File: src/rtl/sp_pkg.sv
package sp_pkg;
  localparam logic [15:0] SRC_ID = 16'h0064;

  typedef struct packed {
    logic [15:0] size;
    logic [13:0] chan;
    logic        sop;
    logic        eop;
    logic [15:0] err;
    logic [7:0]  mask;
    logic        sup_sop;
    logic        sup_eop;
  } seg_cmd_t;

  function automatic seg_cmd_t make_cmd(input logic [31:0] lo, input logic [25:0] hi);
    seg_cmd_t c;
    c.size    = lo[15:0];
    c.chan    = lo[29:16];
    c.sop     = lo[30];
    c.eop     = lo[31];
    c.err     = hi[15:0];
    c.mask    = hi[23:16];
    c.sup_sop = hi[24];
    c.sup_eop = hi[25];
    return c;
  endfunction
endpackage

File: src/rtl/sp_cmd_fifo.sv
module sp_cmd_fifo #(
  parameter int DEPTH = 16,
  localparam int AW = (DEPTH > 1) ? $clog2(DEPTH) : 1,
  localparam int CW = $clog2(DEPTH + 1)
) (
  input  logic             clk_i,
  input  logic             rst_ni,
  input  logic             clr_i,
  input  logic             push_i,
  input  sp_pkg::seg_cmd_t din_i,
  input  logic             pop_i,
  output sp_pkg::seg_cmd_t dout_o,
  output logic [CW-1:0]    count_o,
  output logic             full_o,
  output logic             empty_o
);
  sp_pkg::seg_cmd_t mem [DEPTH];
  logic [AW-1:0] wr_ptr, rd_ptr;
  logic [CW-1:0] cnt;

  assign full_o  = (cnt == CW'(DEPTH));
  assign empty_o = (cnt == '0);
  assign count_o = cnt;
  assign dout_o  = mem[rd_ptr];

  function automatic logic [AW-1:0] nxt(input logic [AW-1:0] p);
    return (p == AW'(DEPTH - 1)) ? '0 : p + 1'b1;
  endfunction

  always_ff @(posedge clk_i) begin
    if (push_i) mem[wr_ptr] <= din_i;
  end

  always_ff @(posedge clk_i or negedge rst_ni) begin
    if (!rst_ni) begin
      wr_ptr <= '0;
      rd_ptr <= '0;
      cnt    <= '0;
    end else if (clr_i) begin
      wr_ptr <= '0;
      rd_ptr <= '0;
      cnt    <= '0;
    end else begin
      if (push_i) wr_ptr <= nxt(wr_ptr);
      if (pop_i)  rd_ptr <= nxt(rd_ptr);
      case ({push_i, pop_i})
        2'b10:   cnt <= cnt + 1'b1;
        2'b01:   cnt <= cnt - 1'b1;
        default: cnt <= cnt;
      endcase
    end
  end

  assert_no_overflow_R3: assert property (@(posedge clk_i) disable iff (!rst_ni)
    push_i |-> !full_o) else $error("command queue overflow");
  assert_no_underflow_R7: assert property (@(posedge clk_i) disable iff (!rst_ni)
    pop_i |-> !empty_o) else $error("command queue underflow");
endmodule

File: src/rtl/sp_pos_table.sv
module sp_pos_table #(
  parameter int NUM_CH = 4,
  parameter int POS_W  = 16,
  localparam int CHW = (NUM_CH > 1) ? $clog2(NUM_CH) : 1
) (
  input  logic             clk_i,
  input  logic             rst_ni,
  input  logic             clr_i,
  input  logic [CHW-1:0]   rd_ch_i,
  output logic [POS_W-1:0] rd_pos_o,
  input  logic             wr_i,
  input  logic [CHW-1:0]   wr_ch_i,
  input  logic [POS_W-1:0] wr_pos_i
);
  logic [POS_W-1:0] pos_q [NUM_CH];

  for (genvar c = 0; c < NUM_CH; c++) begin : g_ch
    always_ff @(posedge clk_i or negedge rst_ni) begin
      if (!rst_ni)                              pos_q[c] <= '0;
      else if (clr_i)                           pos_q[c] <= '0;
      else if (wr_i && wr_ch_i == CHW'(c))      pos_q[c] <= wr_pos_i;
    end
  end

  always_comb begin
    rd_pos_o = '0;
    for (int c = 0; c < NUM_CH; c++)
      if (rd_ch_i == CHW'(c)) rd_pos_o = pos_q[c];
  end

  assert_clear_zero_R8: assert property (@(posedge clk_i) disable iff (!rst_ni)
    clr_i |=> rd_pos_o == '0) else $error("position not cleared");
endmodule

File: src/rtl/sp_beat_engine.sv
module sp_beat_engine #(
  parameter int NUM_CH  = 4,
  parameter int SYM_W   = 8,
  parameter int SYMS    = 4,
  parameter int ERR_W   = 4,
  parameter bit PACKETS = 1'b1,
  parameter int POS_W   = 16,
  localparam int CHW = (NUM_CH > 1) ? $clog2(NUM_CH) : 1,
  localparam int EMW = (SYMS > 1) ? $clog2(SYMS) : 1,
  localparam int DW  = SYM_W * SYMS
) (
  input  logic             clk_i,
  input  logic             rst_ni,
  input  logic             clr_i,
  input  logic             en_i,
  input  logic             gate_i,
  input  sp_pkg::seg_cmd_t cmd_i,
  input  logic             cmd_avail_i,
  output logic             pop_o,
  output logic [CHW-1:0]   tab_rd_ch_o,
  input  logic [POS_W-1:0] tab_pos_i,
  output logic             tab_wr_o,
  output logic [CHW-1:0]   tab_wr_ch_o,
  output logic [POS_W-1:0] tab_pos_o,
  output logic             active_o,
  output logic             valid_o,
  input  logic             ready_i,
  output logic [DW-1:0]    data_o,
  output logic [CHW-1:0]   chan_o,
  output logic             sop_o,
  output logic             eop_o,
  output logic [EMW-1:0]   empty_o,
  output logic [ERR_W-1:0] err_o
);
  sp_pkg::seg_cmd_t seg_q;
  logic             active_q, first_q;
  logic [15:0]      rem_q;
  logic [POS_W-1:0] pos_q;

  logic             last_b, pkt_end, load;
  logic [15:0]      adv;
  logic [POS_W-1:0] pos_nx;
  logic [SYM_W-1:0] mask_s;
  logic [DW-1:0]    lanes;

  assign last_b  = (rem_q <= 16'(SYMS));
  assign pkt_end = PACKETS && seg_q.eop && last_b;
  assign adv     = pkt_end ? rem_q : 16'(SYMS);
  assign pos_nx  = pos_q + POS_W'(adv);
  assign load    = active_q && en_i && gate_i && (!valid_o || ready_i) && !clr_i;
  assign pop_o   = !active_q && cmd_avail_i && en_i && !clr_i;
  assign mask_s  = SYM_W'(seg_q.mask);

  assign tab_rd_ch_o = cmd_i.chan[CHW-1:0];
  assign tab_wr_ch_o = seg_q.chan[CHW-1:0];
  assign tab_wr_o    = load && last_b;
  assign tab_pos_o   = pos_nx;
  assign active_o    = active_q;

  for (genvar k = 0; k < SYMS; k++) begin : g_lane
    assign lanes[k*SYM_W +: SYM_W] = SYM_W'(pos_q + POS_W'(k)) ^ mask_s;
  end

  always_ff @(posedge clk_i or negedge rst_ni) begin
    if (!rst_ni) begin
      seg_q    <= '0;
      active_q <= 1'b0;
      first_q  <= 1'b0;
      rem_q    <= '0;
      pos_q    <= '0;
    end else if (clr_i) begin
      active_q <= 1'b0;
      first_q  <= 1'b0;
      rem_q    <= '0;
      pos_q    <= '0;
    end else if (pop_o) begin
      seg_q    <= cmd_i;
      rem_q    <= cmd_i.size;
      pos_q    <= (PACKETS && cmd_i.sop) ? '0 : tab_pos_i;
      first_q  <= 1'b1;
      active_q <= (cmd_i.size != '0);
    end else if (load) begin
      rem_q   <= rem_q - (last_b ? rem_q : 16'(SYMS));
      pos_q   <= pos_nx;
      first_q <= 1'b0;
      if (last_b) active_q <= 1'b0;
    end
  end

  always_ff @(posedge clk_i or negedge rst_ni) begin
    if (!rst_ni) begin
      valid_o <= 1'b0;
      data_o  <= '0;
      chan_o  <= '0;
      sop_o   <= 1'b0;
      eop_o   <= 1'b0;
      empty_o <= '0;
      err_o   <= '0;
    end else if (clr_i) begin
      valid_o <= 1'b0;
    end else if (load) begin
      valid_o <= 1'b1;
      data_o  <= lanes;
      chan_o  <= seg_q.chan[CHW-1:0];
      sop_o   <= PACKETS && first_q && seg_q.sop && !seg_q.sup_sop;
      eop_o   <= pkt_end && !seg_q.sup_eop;
      empty_o <= (pkt_end && !seg_q.sup_eop) ? EMW'(16'(SYMS) - rem_q) : '0;
      err_o   <= seg_q.err[ERR_W-1:0];
    end else if (ready_i) begin
      valid_o <= 1'b0;
    end
  end

  assert_hold_R11: assert property (@(posedge clk_i) disable iff (!rst_ni)
    valid_o && !ready_i && !clr_i |=> valid_o && $stable(data_o) && $stable(chan_o) && $stable(eop_o))
    else $error("beat changed while stalled");
  assert_gate_R11: assert property (@(posedge clk_i) disable iff (!rst_ni)
    $rose(valid_o) |-> $past(gate_i)) else $error("beat formed without permission");
  assert_enable_R7: assert property (@(posedge clk_i) disable iff (!rst_ni)
    $rose(valid_o) |-> $past(en_i)) else $error("beat formed while disabled");
  assert_empty_eop_R4: assert property (@(posedge clk_i) disable iff (!rst_ni)
    valid_o && empty_o != '0 |-> eop_o) else $error("empty lanes outside packet end");
endmodule

File: src/rtl/stream_pattern_src.sv
module stream_pattern_src #(
  parameter int NUM_CH     = 4,
  parameter int SYM_W      = 8,
  parameter int SYMS       = 4,
  parameter int ERR_W      = 4,
  parameter bit PACKETS    = 1'b1,
  parameter int FIFO_DEPTH = 16,
  localparam int CHW = (NUM_CH > 1) ? $clog2(NUM_CH) : 1,
  localparam int EMW = (SYMS > 1) ? $clog2(SYMS) : 1,
  localparam int DW  = SYM_W * SYMS
) (
  input  logic             clk_i,
  input  logic             rst_ni,
  input  logic             cmd_wr_i,
  input  logic             cmd_addr_i,
  input  logic [31:0]      cmd_wdata_i,
  output logic             cmd_wait_o,
  input  logic             csr_wr_i,
  input  logic [1:0]       csr_addr_i,
  input  logic [31:0]      csr_wdata_i,
  output logic [31:0]      csr_rdata_o,
  input  logic             beat_ok_i,
  output logic             st_valid_o,
  input  logic             st_ready_i,
  output logic [DW-1:0]    st_data_o,
  output logic [CHW-1:0]   st_chan_o,
  output logic             st_sop_o,
  output logic             st_eop_o,
  output logic [EMW-1:0]   st_empty_o,
  output logic [ERR_W-1:0] st_err_o
);
  localparam int CW    = $clog2(FIFO_DEPTH + 1);
  localparam int POS_W = 16;

  logic        en_q, srst_q;
  logic [25:0] hi_q;
  logic        push, pop, full, empty, active, busy;
  logic [CW-1:0] count;
  sp_pkg::seg_cmd_t head;
  logic [CHW-1:0]   rd_ch, wr_ch;
  logic [POS_W-1:0] rd_pos, wr_pos;
  logic             tab_wr;

  assign push       = cmd_wr_i && !cmd_addr_i && !full && !srst_q;
  assign cmd_wait_o = cmd_wr_i && !cmd_addr_i && full && !srst_q;
  assign busy       = active || !empty || st_valid_o;

  always_ff @(posedge clk_i or negedge rst_ni) begin
    if (!rst_ni) begin
      en_q   <= 1'b0;
      srst_q <= 1'b0;
      hi_q   <= '0;
    end else begin
      if (csr_wr_i && csr_addr_i == 2'd1) begin
        en_q   <= csr_wdata_i[0];
        srst_q <= csr_wdata_i[17];
      end
      if (cmd_wr_i && cmd_addr_i) hi_q <= cmd_wdata_i[25:0];
    end
  end

  always_comb begin
    case (csr_addr_i)
      2'd0:    csr_rdata_o = {PACKETS, 7'(SYMS), 8'(NUM_CH), sp_pkg::SRC_ID};
      2'd1:    csr_rdata_o = {14'b0, srst_q, 16'b0, en_q};
      2'd2:    csr_rdata_o = {16'b0, 9'(count), 6'b0, busy};
      default: csr_rdata_o = '0;
    endcase
  end

  sp_cmd_fifo #(.DEPTH(FIFO_DEPTH)) u_fifo (
    .clk_i, .rst_ni, .clr_i(srst_q),
    .push_i(push), .din_i(sp_pkg::make_cmd(cmd_wdata_i, hi_q)),
    .pop_i(pop), .dout_o(head), .count_o(count), .full_o(full), .empty_o(empty)
  );

  sp_pos_table #(.NUM_CH(NUM_CH), .POS_W(POS_W)) u_pos (
    .clk_i, .rst_ni, .clr_i(srst_q),
    .rd_ch_i(rd_ch), .rd_pos_o(rd_pos),
    .wr_i(tab_wr), .wr_ch_i(wr_ch), .wr_pos_i(wr_pos)
  );

  sp_beat_engine #(
    .NUM_CH(NUM_CH), .SYM_W(SYM_W), .SYMS(SYMS), .ERR_W(ERR_W),
    .PACKETS(PACKETS), .POS_W(POS_W)
  ) u_eng (
    .clk_i, .rst_ni, .clr_i(srst_q), .en_i(en_q), .gate_i(beat_ok_i),
    .cmd_i(head), .cmd_avail_i(!empty), .pop_o(pop),
    .tab_rd_ch_o(rd_ch), .tab_pos_i(rd_pos), .tab_wr_o(tab_wr),
    .tab_wr_ch_o(wr_ch), .tab_pos_o(wr_pos), .active_o(active),
    .valid_o(st_valid_o), .ready_i(st_ready_i), .data_o(st_data_o),
    .chan_o(st_chan_o), .sop_o(st_sop_o), .eop_o(st_eop_o),
    .empty_o(st_empty_o), .err_o(st_err_o)
  );

  assert_wait_full_R3: assert property (@(posedge clk_i) disable iff (!rst_ni)
    cmd_wait_o |-> count == CW'(FIFO_DEPTH)) else $error("stall without full queue");
  assert_hi_no_push_R2: assert property (@(posedge clk_i) disable iff (!rst_ni)
    cmd_wr_i && cmd_addr_i && !pop && !srst_q |=> count == $past(count))
    else $error("fault-word write changed queue");
  assert_srst_clear_R8: assert property (@(posedge clk_i) disable iff (!rst_ni)
    srst_q |=> !st_valid_o && count == '0) else $error("soft reset left state");
endmodule

File: config.mk
export PLATFORM = sky130hd
export DESIGN_NAME = stream_pattern_src
export DESIGN_NICKNAME = d
export VERILOG_FILES = /design/src/rtl/sp_pkg.sv /design/src/rtl/sp_cmd_fifo.sv /design/src/rtl/sp_pos_table.sv /design/src/rtl/sp_beat_engine.sv /design/src/rtl/stream_pattern_src.sv
export SDC_FILE = /design/constraint.sdc
export NUM_CORES = 1
export LEC_CHECK = 0
export BUFFER_PORTS_ARGS = -buffer_cell sky130_fd_sc_hd__buf_4
export CAP_MARGIN = 20
export CORE_AREA = 2 2 224 226
export CTS_BUF_LIST = sky130_fd_sc_hd__clkbuf_2 sky130_fd_sc_hd__clkbuf_4 sky130_fd_sc_hd__clkbuf_8
export DETAILED_ROUTE_END_ITERATION = 10
export DIE_AREA = 0 0 226 228
export GPL_TIMING_DRIVEN = 0
export HOLD_SLACK_MARGIN = 0.05
export PLACE_DENSITY = 0.81
export SKIP_LAST_GASP = 1
export SLEW_MARGIN = 20
export SYNTH_ARGS = -nofsm -noshare
export SYNTH_HDL_FRONTEND = slang
export SYNTH_SLANG_ARGS = --single-unit
File: constraint.sdc
create_clock -name clk_i -period 9.2 [get_ports clk_i]
set_input_delay 1.84 -clock clk_i [delete_from_list [all_inputs] [get_ports clk_i]]
set_output_delay 1.84 -clock clk_i [all_outputs]
set_load 0.05 [all_outputs]
==> results.md, run 1 <==
- The run finished with clean final reports.
- Detailed placement finished with a half-perimeter wire length of 40870 µm.
- The floorplan has 82 rows.
- The setup total negative slack is 0 ns.
- By instance count, the leading cell after synthesis is sky130_fd_sc_hd__edfxtp_1.
- Summed over all instances, the cell type with the most area after synthesis is sky130_fd_sc_hd__edfxtp_1.
- The post-place instance area is 30130 µm².
- Entering global routing, the biggest net connects 99 pins.
- The actual slew at the worst max-slew pin is 1.156 ns.
- The synthesized netlist devotes 1.177% of its cell area to XOR and XNOR gates.
- The first detailed-routing pass took 6 iterations.
- After clock tree synthesis, the clock-pin slew on the worst setup and hold paths is 0.06 ns.
- The first-pass GRT wire length is 101700 µm.
- The global route total overflow is 0.
- For the final database, setup skew stands at 0.05649 ns.
- With fillers left out, the area of the finished cells amounts to 32250 µm².
- The startpoint type of the worst setup path is a flip-flop.
- After synthesis, the mean cell area works out to 16.26 µm².
- The placeable core region is 49350 µm².
- Measured against the total synthesized area, the mux share comes to 12.55%.
- The tool flagged a number of max-cap violations equal to 0.
- After the last flow step, the layout net total stands at 2066.
- After synthesis, the largest family of logic cells by area is multiplexers.
- The number of enable flip-flop cells after synthesis is 544.
- After Yosys synthesis, full adders, half adders and majority gates account for 1.115% of the synthesized area.
- The total global routing track utilization is 26.85%.
- Counting every sink on the clock net gives 690.
- The TritonCTS clock tree is built.
- The fraction of the yosys area taken by sequential cells is 70.68%.
- The detailed-route DRC error count is 0.
- The netlist area before placement is 28280 µm².
- The worst-case IR drop observed on VDD is 0.1170 mV.
- Summing the areas of all and, or, nand and nor instances in the mapped netlist gives 5.464% of the synthesized area.
- The detail route stage leaves a number of antenna-violating nets equal to 0.
- The number of hold buffers added after CTS was 0.
- The final count of pins violating max slew was 0.
- The setup-violating endpoint count in the final report is 0.
- The number of global-route vias before repair is 17010.
- The worst setup path is captured at an output port.
- In this run the power density over the cells is 253.7 nW/µm².
- The initial antenna violation count is 3.
- For flop-to-flop paths, the worst setup slack is 5.19 ns.
- The maximum achievable frequency is 217.3 MHz.
- The number of endpoints with negative hold slack in the final report is 0.
- The total routed wirelength is 68140 µm.
- The relative slew slack is 22.92%.
- The depth of the CTS H-tree is 3.
- Post-CTS timing repair inserted 0 buffers for setup.
- Along the worst path, the maximum fanout reaches 10.
- Cells fill 65.35% of the core in the end.
- The first routing iteration left 2025 violations.
- The worst path uses 50.02% of the clock period.
- Across all layers, the routed design uses 16910 vias.
- Clock tree synthesis selected as its root buffer the cell sky130_fd_sc_hd__clkbuf_8.
- Compared with the post-synthesis result, the final layout area differs by 14.02%.
- The number of gates given a new drive strength after cts is 0.
- The floorplan step set the die width to 226 µm.
- The path type of the worst min-delay path is flip-flop to flip-flop.
- Yosys attributes the largest share of cell area to sky130_fd_sc_hd__edfxtp_1, sky130_fd_sc_hd__dfrtp_1, sky130_fd_sc_hd__mux2i_1.
- The most used flip-flop cell after synthesis is sky130_fd_sc_hd__edfxtp_1.
- The total leakage power is 11.61 nW.
- Setup repair after global routing left no endpoint under its margin.
- The area share of the largest cell type after synthesis is 57.76%.
- The number of primary I/O pins is 149.
- The die covers 51530 µm².
- The tightest hold path in the finished design has a slack of 0.4712 ns.
- The die is 228 µm tall.
- Counting along the longest clock path gives a buffer depth of 3.
- For the finished layout, the period the worst path requires is 4.602 ns.
- Clock tree synthesis inserted a total of 103 buffers.
- In the synthesized netlist, the cells that appear most often are sky130_fd_sc_hd__edfxtp_1, sky130_fd_sc_hd__mux2i_1, sky130_fd_sc_hd__nand2_1.
- The vias per cell is 6.201.
- The post-route netlist has 22.34% of its cells at a drive strength greater than 1.
- The source-to-sink clock delay at the later pin of the worst-skew pair is 0.73 ns.
- Yosys mapped the design onto 67 distinct sky130hd cell types.
- The critical path start-end classification is flip-flop to output port.
- Summing the areas of all compound-gate instances in the mapped netlist gives 6.450% of the synthesized area.
- In the final routed layout, each cell accounts on average for 24.99 µm.
- The final weighted congestion in routability-driven placement is 0.8860.
- The number of instances in the synthesized netlist is 1739.
- Yosys printed 0 warnings.
- The number of register bits inferred by synthesis is 690.
- The async set-reset flop share out of synthesis is 21.16%.
- The repair_antennas step left the layout with diodes totalling 0.
- STA puts the critical path data arrival time at 2.76 ns.
- At the worst endpoint, the required time is 7.36 ns.
- Port buffering added 95 buffers.
- The initial core utilization is 57.31%.
logic make-up (layout without fill, tap and decap cells):
| logic type | Yosys count | in the layout |
|---|---|---|
| mux | 256 | 256 |
| simple gates | 339 | 339 |
| other cells | 1 | 24 |
| buf+inv | 138 | 431 |
| xor+xnor | 38 | 38 |
| fa+ha+maj | 24 | 24 |
| flops | 690 | 690 |
| compound gates | 253 | 253 |
registers in the layout, summed over array words and instances, names as in the netlist, 4 cells and up:
register / cells
u_eng.rem_q: 16
u_fifo.count_o: 5
u_eng.data_o: 30
u_fifo.wr_ptr: 4
u_eng.pos_q: 8
u_eng.seg_q: 8
u_fifo.mem: 544
u_eng.mask_s: 8
hi_q: 14
u_pos.pos_q: 32
u_fifo.rd_ptr: 4
u_eng.err_o: 4
power by group:
group / internal (W) / switching (W)
combinational: 0.000686 / 0.00120
sequential: 0.00359 / 0.000180
clock: 0.00135 / 0.00117
layer usage:
metal	vias to the layer above	global-route usage (%)	routed length (µm)
li1	7200	-	-
met1	8609	35.99	26360
met2	942	43.16	33060
met3	154	5.693	6443
met4	4	11.01	2251
met5	-	0	24
path summary, 6_finish.rpt:
check,cells after the start,from,endpoint
setup / recovery,5,srst_q,cmd_wait_o
hold / removal,1,u_eng.seg_q[1],u_eng.sop_o
setup reg to reg,13,u_fifo.count_o[1],u_fifo.count_o[4]
hold reg to reg,1,u_eng.seg_q[1],u_eng.sop_o
max in group asynchronous,2,rst_ni,hi_q[25]
min in group asynchronous,1,rst_ni,u_eng.rem_q[5]
critical path, stage by stage (launching register included):
cell and delay [ns]:
sky130_fd_sc_hd__dfrtp_1 0.32, sky130_fd_sc_hd__clkbuf_1 0.36, sky130_fd_sc_hd__clkbuf_1 0.48, sky130_fd_sc_hd__clkbuf_1 0.51, sky130_fd_sc_hd__nor3_1 0.16, sky130_fd_sc_hd__buf_4 0.23
per-stage QoR:
stage	std cells	power, W	setup slack, ns
after floorplan	1762	0.005104	4.322
after global placement	2529	0.005648	4.005
after detailed placement	2536	0.005702	4.733
after CTS	2727	0.008182	4.560
after global routing	2727	0.008481	4.373
final	2727	0.008181	4.598
placed cells by master (no fill, tap or decap), types with 8 or more instances in the layout:
cell type,count
sky130_fd_sc_hd__edfxtp_1,544
sky130_fd_sc_hd__nand2_1,163
sky130_fd_sc_hd__mux2i_1,163
sky130_fd_sc_hd__dfrtp_1,146
sky130_fd_sc_hd__buf_4,131
sky130_fd_sc_hd__clkbuf_8,114
sky130_fd_sc_hd__nor2_1,80
sky130_fd_sc_hd__mux4_2,72
sky130_fd_sc_hd__o21ai_0,67
sky130_fd_sc_hd__clkbuf_1,47
sky130_fd_sc_hd__o221ai_1,46
sky130_fd_sc_hd__a221oi_1,37
sky130_fd_sc_hd__clkbuf_4,35
sky130_fd_sc_hd__a21oi_1,33
sky130_fd_sc_hd__conb_1,24
sky130_fd_sc_hd__inv_1,23
sky130_fd_sc_hd__xor2_1,23
sky130_fd_sc_hd__ha_1,22
sky130_fd_sc_hd__a22oi_1,21
sky130_fd_sc_hd__clkinv_1,18
sky130_fd_sc_hd__mux2_2,17
sky130_fd_sc_hd__buf_2,16
sky130_fd_sc_hd__nand3_1,15
sky130_fd_sc_hd__xnor2_1,15
sky130_fd_sc_hd__clkinv_2,14
sky130_fd_sc_hd__buf_1,9
sky130_fd_sc_hd__and2_1,8
sky130_fd_sc_hd__nor3_1,8
layout make-up:
type / instances / area [µm²]
Buffer: 115 / 635.6
Inverter: 23 / 86.33
Clock inverter: 42 / 284.0
Multi-Input combinational cell: 934 / 7705
Fill cell: 3281 / 17100
Sequential cell: 690 / 19990
Timing Repair Buffer: 102 / 875.8
Clock buffer: 149 / 1832
Tap cell: 672 / 840.8
No activity file was read; power rests on OpenSTA's default activity.
==> run 2, diff against run 1 <==
- clock period: 9.2 -> 4.3 ns (I/O delays scaled with it)
==> results.md, run 2 (same netlist as run 1, synthesis figures left out) <==
- Top flop regs: u_fifo.mem: 544 flops, u_pos.pos_q: 32 flops, u_eng.data_o: 30 flops (unchanged).
- The worst-case vdd ir drop is 0.2510 mV (was 0.1170 mV).
- The register-to-register path setup slack is 0.29 ns (was 5.19 ns).
- The global route total overflow is 0 (unchanged).
- The startpoint type of the worst setup path is a flip-flop (unchanged).
- The number of primary I/O pins was 149 (unchanged).
- The number of global-route vias before repair is 17010 (about the same).
- The floorplan die area is 51530 µm² (unchanged).
- The total number of placement rows was 82 (unchanged).
- The arrival time reported for the critical path endpoint is 4.57 ns (was 2.76 ns).
- The detailed-route DRC error count is 0 (unchanged).
- The number of gates given a new drive strength after cts was 0 (unchanged).
- The placeable core region came to 49350 µm² (unchanged).
- The first-pass GRT wire length is 101700 µm (about the same).
- The terminating pin of the worst hold path is en_q (was u_eng.sop_o).
- The depth of the worst hold-timing path is 2 (was 1).
- The count of nets after finishing is 2067 (was 2066).
- The depth of the CTS H-tree is 3 (unchanged).
- The total routed wirelength is 67980 µm (was 68140 µm).
- The clock root buffer master is sky130_fd_sc_hd__clkbuf_8 (unchanged).
- The number of buffers created by CTS came to 103 (unchanged).
- The beginning of the worst register-to-register path is u_fifo.count_o[1] (unchanged).
- The vias per cell is 6.186 (was 6.201).
- The routed length per instance came to 24.92 µm (was 24.99 µm).
- The initial antenna violation count came to 3 (unchanged).
- The layout overhead on the synthesized area is 14.06% (was 14.02%).
- The TritonCTS clock tree is built (unchanged).
- The clock skew is 0.05554 ns (was 0.05649 ns).
- The final count of pins violating max slew is 0 (unchanged).
- The hold slack came to 0.3964 ns (was 0.4712 ns).
- The worst path in the final design needs a cycle of 4.008 ns, including I/O delays and setup.
- The biggest fanout along the worst timing path came to 10 (unchanged).
- The source-to-sink clock delay at the later pin of the worst-skew pair is 0.73 ns (about the same).
- The share of the clock period used by the worst path is 93.20%.
- The initial core utilization is 57.31% (unchanged).
- The clock transition at the registers of the reported paths was 0.06 ns (about the same).
- The relative slew slack came to 24.04% (was 22.92%).
- The number of endpoints with negative hold slack in the final report came to 0 (unchanged).
- The worst slack at placement came to 0.3447 ns (was 4.733 ns).
- The setup total negative slack is 0 ns (unchanged).
- The half-perimeter wire length after detailed placement was 40870 µm (unchanged).
- The path type of the worst min-delay path is primary input to flip-flop (was flip-flop to flip-flop).
- Setup repair after global routing missed its margin: no (unchanged).
- The number of clock sinks came to 690 (unchanged).
- The worst endpoint required time is 4.86 ns (was 7.36 ns).
- The total leakage power was 11.61 nW (about the same).
- The final standard cell area without fillers is 32260 µm² (was 32250 µm²).
- Run status: finished clean (unchanged).
- Most frequent cells in the layout: sky130_fd_sc_hd__edfxtp_1, sky130_fd_sc_hd__nand2_1, sky130_fd_sc_hd__mux2i_1 (unchanged).
- The endpoint kind of the worst setup timing path was a flip-flop (was output port).
- The number of maximum-capacitance violations was 0 (unchanged).
- The critical path start-end classification is flip-flop to flip-flop (was flip-flop to output port).
- The total global routing track utilization came to 26.85% (about the same).
- The antenna diode count is 0 (unchanged).
- The maximum root-to-sink buffer count is 3 (unchanged).
- The setup-violating endpoint count in the final report is 0 (unchanged).
- The die extent in y is 228 µm (unchanged).
- The actual slew at the worst max-slew pin came to 1.139 ns (was 1.156 ns).
- The violation count after the first detailed-route iteration is 1886 (was 2025).
- The count of input and output buffers is 95 (unchanged).
- The fraction of layout instances using a drive strength above 1 is 22.32% (was 22.34%).
- The via count of the routed design is 16880 (was 16910).
- The final worst setup slack is 0.2923 ns (was 4.598 ns).
- The commonest non-fill, non-tap cell in the layout is sky130_fd_sc_hd__edfxtp_1 (unchanged).
- The buffers inserted during post-CTS setup optimization is 0 (unchanged).
- The final weighted congestion in routability-driven placement is 0.8860 (unchanged).
- The capturing point of the worst reg2reg path is u_fifo.count_o[4] (unchanged).
- The number of search-and-repair iterations in the first detailed-routing pass is 5 (was 6).
- The worst reg-to-reg path cell count is 13 (unchanged).
- The die outline width is 226 µm (unchanged).
- The largest register by flop count is u_fifo.mem (unchanged).
- The launch point of the worst hold path is csr_wdata_i[0] (was u_eng.seg_q[1]).
- The number of nets with antenna violations after detailed routing is 0 (unchanged).
- The flip-flop count of the largest register after layout is 544 (unchanged).
- The maximum achievable frequency is 249.5 MHz.
- The power per unit of standard cell area is 542.4 nW/µm² (was 253.7 nW/µm²).
- The maximum number of pins on one net before global-route repair came to 99 (unchanged).
- The post-place instance area was 30130 µm² (unchanged).
## run 2: cell count changes in the layout (fill, tap and decap cells not counted), sizes merged
cell and change:
dlygate4sd3 +1
## run 2: worst max-delay path by stage
stage	startpoint	endpoint	slack (ns)	depth (start not counted)
2_1_floorplan	u_eng.rem_q[6]	u_pos.pos_q[39]	1.01	13
6_report	u_fifo.count_o[1]	u_fifo.count_o[4]	0.29	13
4_1_cts	u_fifo.count_o[1]	u_fifo.count_o[4]	0.32	13
3_5_place_dp	u_fifo.count_o[1]	u_fifo.count_o[4]	0.34	13
5_1_grt	u_fifo.count_o[0]	u_fifo.count_o[4]	0.07	13
3_3_place_gp	cmd_addr_i	u_fifo.mem[7][9]	0.08	6
## run 2: metrics by stage
step                total power [W]  std cells  util (%)
global route                0.01815       2728     65.37
CTS                         0.01751       2728     65.37
floorplan                   0.01092       1762         -
finish                      0.01750       2728     65.37
detailed placement          0.01220       2536     61.06
global placement            0.01208       2529     60.63
## run 2: area by class of cell
cell class                      instances  area (µm²)
Buffer                                115       635.6
Clock buffer                          149        1832
Clock inverter                         42       284.0
Fill cell                            3280       17090
Inverter                               23       86.33
Multi-Input combinational cell        934        7705
Sequential cell                       690       19990
Tap cell                              672       840.8
Timing Repair Buffer                  103       885.9
## run 2: critical path, stage by stage (launching register included)
cell,delay (ns)
sky130_fd_sc_hd__dfrtp_1,0.44
sky130_fd_sc_hd__nor4_1,0.49
sky130_fd_sc_hd__nor2b_1,0.31
sky130_fd_sc_hd__nor3b_1,0.18
sky130_fd_sc_hd__nand2_1,0.38
sky130_fd_sc_hd__clkbuf_1,0.56
sky130_fd_sc_hd__nor2_1,0.23
sky130_fd_sc_hd__fa_1,0.46
sky130_fd_sc_hd__a21o_1,0.17
sky130_fd_sc_hd__a21oi_1,0.19
sky130_fd_sc_hd__nor3_1,0.06
sky130_fd_sc_hd__a21oi_1,0.17
sky130_fd_sc_hd__xor2_1,0.16
sky130_fd_sc_hd__nor2_1,0.05
## run 2: timing repair
| action | in CTS | in global routing |
|---|---|---|
| hold buffers | 1 | 0 |
| hold endpoints to repair | 48 | 0 |
| endpoints found under the setup margin | 0 | 0 |
## run 2: power breakdown
part           switching [W]  internal (W)
registers           0.000384       0.00768
clock network        0.00251       0.00288
logic                0.00257       0.00147
## run 2: layer usage
layer,wire (µm),vias up,global-route usage (%)
met1,26320,8544,35.99
met3,6403,167,5.693
met2,32940,950,43.17
met4,2294,4,11.01
met5,25,-,0
li1,-,7210,-
